`config.mk`:
```
export PLATFORM = sky130hd
export DESIGN_NAME = sector_guard
export DESIGN_NICKNAME = d
export VERILOG_FILES = /design/src/rtl/sg_pkg.sv /design/src/rtl/sg_sector_decode.sv /design/src/rtl/sg_lock_cell.sv /design/src/rtl/sector_guard.sv
export SDC_FILE = /design/constraint.sdc
export NUM_CORES = 1
export LEC_CHECK = 0
export BUFFER_PORTS_ARGS = -buffer_cell sky130_fd_sc_hd__buf_2
export CAP_MARGIN = 10
export CORE_MARGIN = 8
export CORE_UTILIZATION = 30
export CTS_BUF_LIST = sky130_fd_sc_hd__clkbuf_4 sky130_fd_sc_hd__clkbuf_8 sky130_fd_sc_hd__clkbuf_16
export DETAILED_ROUTE_END_ITERATION = 10
export RECOVER_POWER = 100
export SYNTH_ARGS = -nofsm -noshare
export SYNTH_HDL_FRONTEND = slang
export SYNTH_SLANG_ARGS = --single-unit
```
`constraint.sdc`:
```
create_clock -name clk -period 6.2 [get_ports clk]
set_input_delay 0.93 -clock clk [delete_from_list [all_inputs] [get_ports clk]]
set_output_delay 0.93 -clock clk [all_outputs]
set_load 0.02 [all_outputs]
```
`src/rtl/sg_pkg.sv`:
```
package sg_pkg;
   typedef enum logic [1:0] {
      LS_OPEN   = 2'b00,
      LS_LOCKED = 2'b01,
      LS_FROZEN = 2'b11
   } lock_e;

   typedef enum logic [1:0] {
      OP_NONE   = 2'b00,
      OP_LOCK   = 2'b01,
      OP_UNLOCK = 2'b10,
      OP_FREEZE = 2'b11
   } op_e;
endpackage

```
`src/rtl/sg_sector_decode.sv`:
```
module sg_sector_decode #(
   parameter int ADDR_W     = 20,
   parameter int SMALL_LOG2 = 12,
   parameter int LARGE_LOG2 = 15,
   parameter int N_SMALL    = 8,
   parameter int N_LARGE    = 31,
   parameter int IDX_W      = 6
) (
   input  logic [ADDR_W-1:0] addr,
   input  logic              small_top,
   output logic [IDX_W-1:0]  idx
);
   localparam int HI_W = ADDR_W - LARGE_LOG2;
   localparam int LO_W = LARGE_LOG2 - SMALL_LOG2;

   logic [HI_W-1:0] hi;
   logic [LO_W-1:0] lo;

   assign hi = addr[ADDR_W-1:LARGE_LOG2];
   assign lo = addr[LARGE_LOG2-1:SMALL_LOG2];

   always_comb begin
      if (small_top) begin
         if (hi == HI_W'(N_LARGE)) idx = IDX_W'(N_LARGE) + IDX_W'(lo);
         else                      idx = IDX_W'(hi);
      end else begin
         if (hi == '0) idx = IDX_W'(lo);
         else          idx = IDX_W'(N_SMALL - 1) + IDX_W'(hi);
      end
   end
endmodule

```
`src/rtl/sg_lock_cell.sv`:
```
module sg_lock_cell
   import sg_pkg::*;
(
   input  logic  clk,
   input  logic  rst_n,
   input  logic  hit,
   input  op_e   op,
   input  logic  wp_hold,
   output lock_e st
);
   always_ff @(posedge clk) begin
      if (!rst_n) begin
         st <= LS_LOCKED;
      end else if (hit) begin
         unique case (op)
            OP_LOCK:   if (st == LS_OPEN) st <= LS_LOCKED;
            OP_UNLOCK: if (st == LS_LOCKED || !wp_hold) st <= LS_OPEN;
            OP_FREEZE: st <= LS_FROZEN;
            default:   st <= st;
         endcase
      end
   end
endmodule

```
`src/rtl/sector_guard.sv`:
```
module sector_guard
   import sg_pkg::*;
#(
   parameter int ADDR_W     = 20,
   parameter int SMALL_LOG2 = 12,
   parameter int LARGE_LOG2 = 15,
   parameter int N_SMALL    = 8,
   parameter int N_LARGE    = 31,
   parameter int IDX_W      = $clog2(N_SMALL + N_LARGE)
) (
   input  logic              clk,
   input  logic              rst_n,
   input  logic              small_at_top,
   input  logic              wp_hold,
   input  logic              vpp_low,
   input  logic              cmd_valid,
   input  logic [1:0]        cmd_op,
   input  logic [ADDR_W-1:0] cmd_addr,
   input  logic              req_valid,
   input  logic [ADDR_W-1:0] req_addr,
   output logic              req_permit,
   output logic              err_valid,
   output logic [IDX_W-1:0]  err_sector,
   input  logic [IDX_W-1:0]  stat_sel,
   output logic [1:0]        stat_lock
);
   localparam int N_SEC = N_SMALL + N_LARGE;
   localparam int HI_W  = ADDR_W - LARGE_LOG2;
   localparam int LO_W  = LARGE_LOG2 - SMALL_LOG2;

   if ((1 << LO_W) != N_SMALL) begin : g_bad_small
      $error("small sectors must fill exactly one large sector slot");
   end
   if ((1 << HI_W) != N_LARGE + 1) begin : g_bad_large
      $error("large sectors plus the small group must fill the address space");
   end
   if ((1 << IDX_W) < N_SEC) begin : g_bad_idx
      $error("IDX_W too narrow for the sector count");
   end

   logic [IDX_W-1:0]   cmd_idx;
   logic [IDX_W-1:0]   req_idx;
   lock_e              st_vec [N_SEC];
   logic [2*N_SEC-1:0] st_flat;

   sg_sector_decode #(
      .ADDR_W(ADDR_W), .SMALL_LOG2(SMALL_LOG2), .LARGE_LOG2(LARGE_LOG2),
      .N_SMALL(N_SMALL), .N_LARGE(N_LARGE), .IDX_W(IDX_W)
   ) u_dec_cmd (
      .addr(cmd_addr), .small_top(small_at_top), .idx(cmd_idx)
   );

   sg_sector_decode #(
      .ADDR_W(ADDR_W), .SMALL_LOG2(SMALL_LOG2), .LARGE_LOG2(LARGE_LOG2),
      .N_SMALL(N_SMALL), .N_LARGE(N_LARGE), .IDX_W(IDX_W)
   ) u_dec_req (
      .addr(req_addr), .small_top(small_at_top), .idx(req_idx)
   );

   for (genvar i = 0; i < N_SEC; i++) begin : g_cell
      sg_lock_cell u_cell (
         .clk     (clk),
         .rst_n   (rst_n),
         .hit     (cmd_valid && (cmd_idx == IDX_W'(i))),
         .op      (op_e'(cmd_op)),
         .wp_hold (wp_hold),
         .st      (st_vec[i])
      );
      assign st_flat[2*i +: 2] = st_vec[i];
   end

   logic req_open;
   assign req_open   = (st_flat[{req_idx, 1'b0} +: 2] == LS_OPEN);
   assign req_permit = req_valid && !vpp_low && req_open;

   always_ff @(posedge clk) begin
      if (!rst_n) begin
         err_valid  <= 1'b0;
         err_sector <= '0;
      end else begin
         err_valid  <= req_valid && !req_permit;
         err_sector <= req_valid ? req_idx : err_sector;
      end
   end

   always_comb begin
      if (stat_sel < IDX_W'(N_SEC)) stat_lock = st_flat[{stat_sel, 1'b0} +: 2];
      else                          stat_lock = 2'b00;
   end
endmodule

```
Word level (Yosys, flattened, before mapping)

Index checks and enable logic that the tools add are counted.

Logic and storage cells: 499
Bits in registers: 85
Output and inout port bits: 10
Input port bits: 55

Magnitude comparators: 1
Reduce and logical (&&, ||, !) cells: 167
$add $sub $neg: 4
Shifts and indexed selects: 2
Muxes and demuxes: 124
Equal/unequal tests: 160

Operators with widths:

| operator            | count |
|---|---|
| $pmux 2 s3          | 39 |
| $mux 2              | 79 |
| $ne 2x1->1 const B  | 78 |
| $reduce_and 4->1    | 39 |
| $shiftx 78x8->2     | 2 |
| $eq 6x5->1 const B  | 16 |
| $eq 2x1->1 const B  | 40 |
| $logic_not 2->1     | 40 |
| $eq 6x4->1 const B  | 8 |
| $eq 6x6->1 const B  | 7 |
| $logic_and 1x1->1   | 42 |
| $logic_or 1x1->1    | 39 |
| $mux 6              | 6 |
| $eq 6x3->1 const B  | 4 |
| $add 3x5->6 const A | 2 |
| $add 5x3->6 const A | 2 |
| $eq 6x2->1 const B  | 2 |
| $eq 5x5->1 const B  | 2 |
| $logic_not 5->1     | 2 |
| $eq 6x1->1 const B  | 1 |
| $logic_not 6->1     | 1 |
| $lt 6x6->1 const B  | 1 |
| $eq 2x2->1 const B  | 2 |
| $logic_not 1->1     | 3 |
| $reduce_bool 3->1   | 1 |

Logic depth before layout (Yosys ltp)

Word-level depth: 8
Depth in mapped cells: 12
Depth with buffers taken out: 11

Modules after synthesis

A second synthesis with hierarchy kept.

Cell total of the unflattened synthesis: 743
Area, all modules: 5806.8 µm²

By module, submodules not included:

| module           | times used | seq. area each (µm²) | cells an instance | area an instance (µm²) |
|---|---|---|---|---|
| sg_lock_cell     | 39         | 40.0                 | 11                | 87.6 |
| sector_guard     | 1          | 140.1                | 234               | 1780.5 |
| sg_sector_decode | 2          | 0.0                  | 40                | 305.3 |

Least setup slack after synthesis

No wires, ideal clock.

Path type: input to output
Start: input port req_addr[15]
End: output port req_permit
Stages: 9
Path slack: 1962 ps
Required time: 5270 ps
Path buffers: 0
Arrival: 3308 ps
Path through: inv_1 > ha_1 > nor4b_4 > mux2i_1 > mux2i_1 > or4_1 > nand3_1 > a211oi_1 > or3_1

Word-level cells in the longest chain between the ends: 6
Elaborated cells between the ends (all ways): 9
Classes of those cells: 1 x add/sub; 1 x eq/ne; 1 x shift; 3 x mux; 3 x reduce/logical

RTL lines:

| what                                      | RTL line                                       | text |
|---|---|---|
| start: declaration                        | sector_guard.sv:20                             | `input logic [ADDR_W-1:0] req_addr,` |
| $add 3x5->6, or another cell as far along | sg_sector_decode.sv:28                         | `else idx = IDX_W'(N_SMALL - 1) + IDX_W'(hi);` |
| $mux 6 (on tied branches)                 | sg_sector_decode.sv:27, sg_sector_decode.sv:24 |  |
| $mux 6 (*)                                | sg_sector_decode.sv:23                         | `if (small_top) begin` |
| $shiftx 78x8->2 (*)                       | sector_guard.sv:73                             | `assign req_open = (st_flat[{req_idx, 1'b0} +: 2] == LS_OPEN);` |
| $logic_not 2->1 (*)                       | sector_guard.sv:73                             |  |
| $logic_and 1x1->1 (*)                     | sector_guard.sv:74                             | `assign req_permit = req_valid && !vpp_low && req_open;` |
| end: declaration                          | sector_guard.sv:21                             | `output logic req_permit,` |

Mark *: on every way between the ends. The rest lies on a longest branch, timed or not.

Worst setup path in the final report

Start: input port small_at_top
End: output port req_permit

Word-level cells in the longest chain between the ends: 4

RTL lines:

| what               | RTL line               | text |
|---|---|---|
| start: declaration | sector_guard.sv:13     | `input logic small_at_top,` |
| $mux 6             | sg_sector_decode.sv:23 |  |
| $shiftx 78x8->2    | sector_guard.sv:73     |  |
| $logic_not 2->1    | sector_guard.sv:73     |  |
| $logic_and 1x1->1  | sector_guard.sv:74     |  |

Every way passes these cells.

==> run summary <==
status -> finished, violations left
failing checks -> max-capacitance violations, max-slew violations
Die H -> 159 µm
detailed placement HPWL -> 13700 µm
post-synthesis average cell area -> 7.89 µm²
post-CTS setup buffers -> 0
Layout Skew -> 0.00826 ns
Routed Antenna Nets -> 0
WHS Path Cells -> 2
core area -> 20200 µm²
chip width -> 159 µm
relative slew slack -> -0.158
drt first pass iters -> 5
CTS tree -> done
worst reg-to-reg path cell count -> 7
critical path arrival -> 4.44 ns
vias in the first global route -> 5735
initial antenna violation count -> 1
peak supply drop -> 114 µV
worst-path cell chain -> clkbuf_1, nor3b_1, a31oi_1, nand2_1, or3_1, a311o_1, a41o_1, nor4b_1, or3_1, buf_2
HP Start -> err_sector[2]$_SDFFE_PN0P_
multi-input logic area -> 4120 µm²
final number of max-transition violations -> 23
Syn Inst Count -> 779
root cell of the clock tree -> clkbuf_16
final hold slack -> 0.485 ns
CTS Sinks -> 85
count of input and output buffers -> 40
sequential fraction of the synthesis area -> 0.277
global-route wire length before repair -> 32400 µm
worst hold path class -> flip-flop to flip-flop
predominant post-synthesis flop cell -> dfxtp_1
setup slack, reg-to-reg -> 4.04 ns
detailed-route DRC error count -> 0
clock slew at reported path FFs -> 0.06 ns
via count -> 6030
cts hold-fix bufs -> 0
GRT Util Overall -> 0.158
yosys warns -> 0
worst hold endpoint -> err_sector[2]$_SDFFE_PN0P_
area of the mapped netlist -> 6150 µm²
crit path buf inv count -> 2
most frequent cells in the layout -> nor2_1, dfxtp_1, o21ai_0
Final #Nets -> 853
Area Overhead vs Synth -> 10.8%
largest net degree at the start of global routing -> 51
Final Hold Vio Count -> 0
max_cap viols -> 1
sequential cell area -> 1700 µm²
grt total ovfl -> 0
type of the worst setup path -> primary input to output pin
Row Count -> 52
worst skew pair latency -> 0.35 ns
share of layout cells above drive strength 1 -> 0.116
starting density of the core -> 0.305
Synth Net Count -> 844
CP dominant cell by count -> or3_1
Filler Cell Count -> 2137
synthesized flop and latch total -> 85
peak fanout along the critical path -> 29
routed wire length -> 20300 µm
post-CTS sizing -> 0
fin worst setup slack -> 0.826 ns
CTS H-tree lvls -> 3
Avg Vias per Cell -> 5.67
IO Pins -> 65
PnR Total Power -> 1350 µW
Sum Neg Setup Slack -> 0 ns
reg-to-reg startpoint -> g_cell[32].u_cell.st[1]$_SDFFE_PN0P_
Initial DRC Count -> 573
Slew @ Worst Pin -> 1.74 ns
pwr dens -> 198 nW/µm²
minimum clock period -> 5.37 ns
CP required -> 5.27 ns
CP max stage cell -> clkbuf_1
RePlAce Congestion -> 0.881
EDFF count, synth -> 0
RSZ-0062 raised after global routing -> false
Max Clk Rate -> 0.186 GHz
Async SR Flop Fraction -> 0
CP Capture Type -> output pin
final setup fails -> 0
CP peak stage delay -> 0.89 ns
most common cell after layout, fill and taps aside -> nor2_1
Synth cell types -> 60
clk buf depth -> 2
CTS Buf Count -> 9
antenna cell count -> 0
routed wire length per instance -> 19.1 µm
Leak Pwr -> 0.00252 µW
startpoint types -> primary input
Die ar. -> 25300 µm²
Place WS -> 1.17 ns
Top delay family on crit path -> simple AND/OR/NAND/NOR gates
R2R Path End -> err_valid$_SDFF_PN0_
final worst path period share -> 0.867
worst max-delay path by stage:
stage	startpoint	end	slack, ns	cells past startpoint
2_1_floorplan	req_addr[15]	req_permit	1.96	9
4_1_cts	req_addr[12]	req_permit	1.16	13
3_3_place_gp	req_addr[12]	req_permit	1.18	13
6_report	small_at_top	req_permit	0.83	10
5_1_grt	small_at_top	req_permit	0.57	10
3_5_place_dp	req_addr[12]	req_permit	1.17	13
Yosys cell counts (3+ instances only):
cell type  instances  area (µm²)
mux4_2            22         495
nand2b_1          12        75.1
and3_1            12        75.1
nor3_1            36         180
o31ai_1            6        45.0
a211oi_1          18         135
nand3_1           33         165
nor3b_1            3        22.5
a21oi_1           38         190
a32oi_1            9        78.8
o221ai_1           3        26.3
o21ai_0           83         415
nor2b_1            9        56.3
nor4_1             4        25.0
clkbuf_1          38         143
a31oi_1            6        37.5
o32ai_1            3        26.3
and2_1            10        62.6
nand4_1            5        31.3
o311ai_0           4        35.0
o211a_1            4        40.0
inv_1             27         101
nor2_1            92         345
mux2_2             6        67.6
nand2_1           74         278
or2_2              4        25.0
buf_2              8        40.0
o22ai_1            4        25.0
ha_1              10         125
or3_1              7        43.8
dfxtp_1           85        1700
mux2i_1           61         611
o211ai_1           8        60.1
registers in the layout, summed over array words and instances, names as in the netlist:
signal,cells
g_cell.u_cell.st,78
err_sector,6
err_valid,1
routing by layer:
layer | GRT usage | routed length, µm | vias up
li1 | - | - | 2894
met1 | 0.200 | 9050 | 2865
met5 | 0 | 13 | -
met4 | 0.0626 | 582 | 2
met3 | 0.0419 | 1460 | 42
met2 | 0.252 | 9220 | 227
cell families (layout without fill, tap and decap cells):
family,Yosys count,in the layout,share of synthesized area
and+or+nand+nor,315,315,0.253
DFF,85,85,0.277
adders and majority gates,10,10,0.0204
AOI/OAI and AO/OA,200,200,0.201
buffers and inverters,78,92,0.0513
muxes,91,91,0.197
through the flow:
stage	util	area, µm²	cells
4_1_cts	0.339	6850	1063
6_report	0.338	6810	1063
3_5_place_dp	0.325	6550	1047
3_3_place_gp	0.325	6550	1047
2_1_floorplan	-	6150	779
5_1_grt	0.338	6810	1063
worst register-to-register path, delay by kind of cell (launching register included):
| kind | cells | cell delay, ns |
|---|---|---|
| and+or+nand+nor | 5 | 1.13 |
| AOI/OAI and AO/OA | 2 | 0.54 |
| DFF | 1 | 0.34 |
power by group:
group	internal [µW]	switching [µW]
Combinational	73.8	164
Clock	314	240
Sequential	551	4.52
Total	939	409
area by class of cell:
type,instances,share of cell area
inverters,27,0.0149
well taps,270,0.0496
clock inverters,7,0.0112
flip-flops and latches,85,0.250
repair buffers,49,0.0362
clock buffers,9,0.0331
multi-input cells,616,0.605
Power figures use the tool's default switching activity.
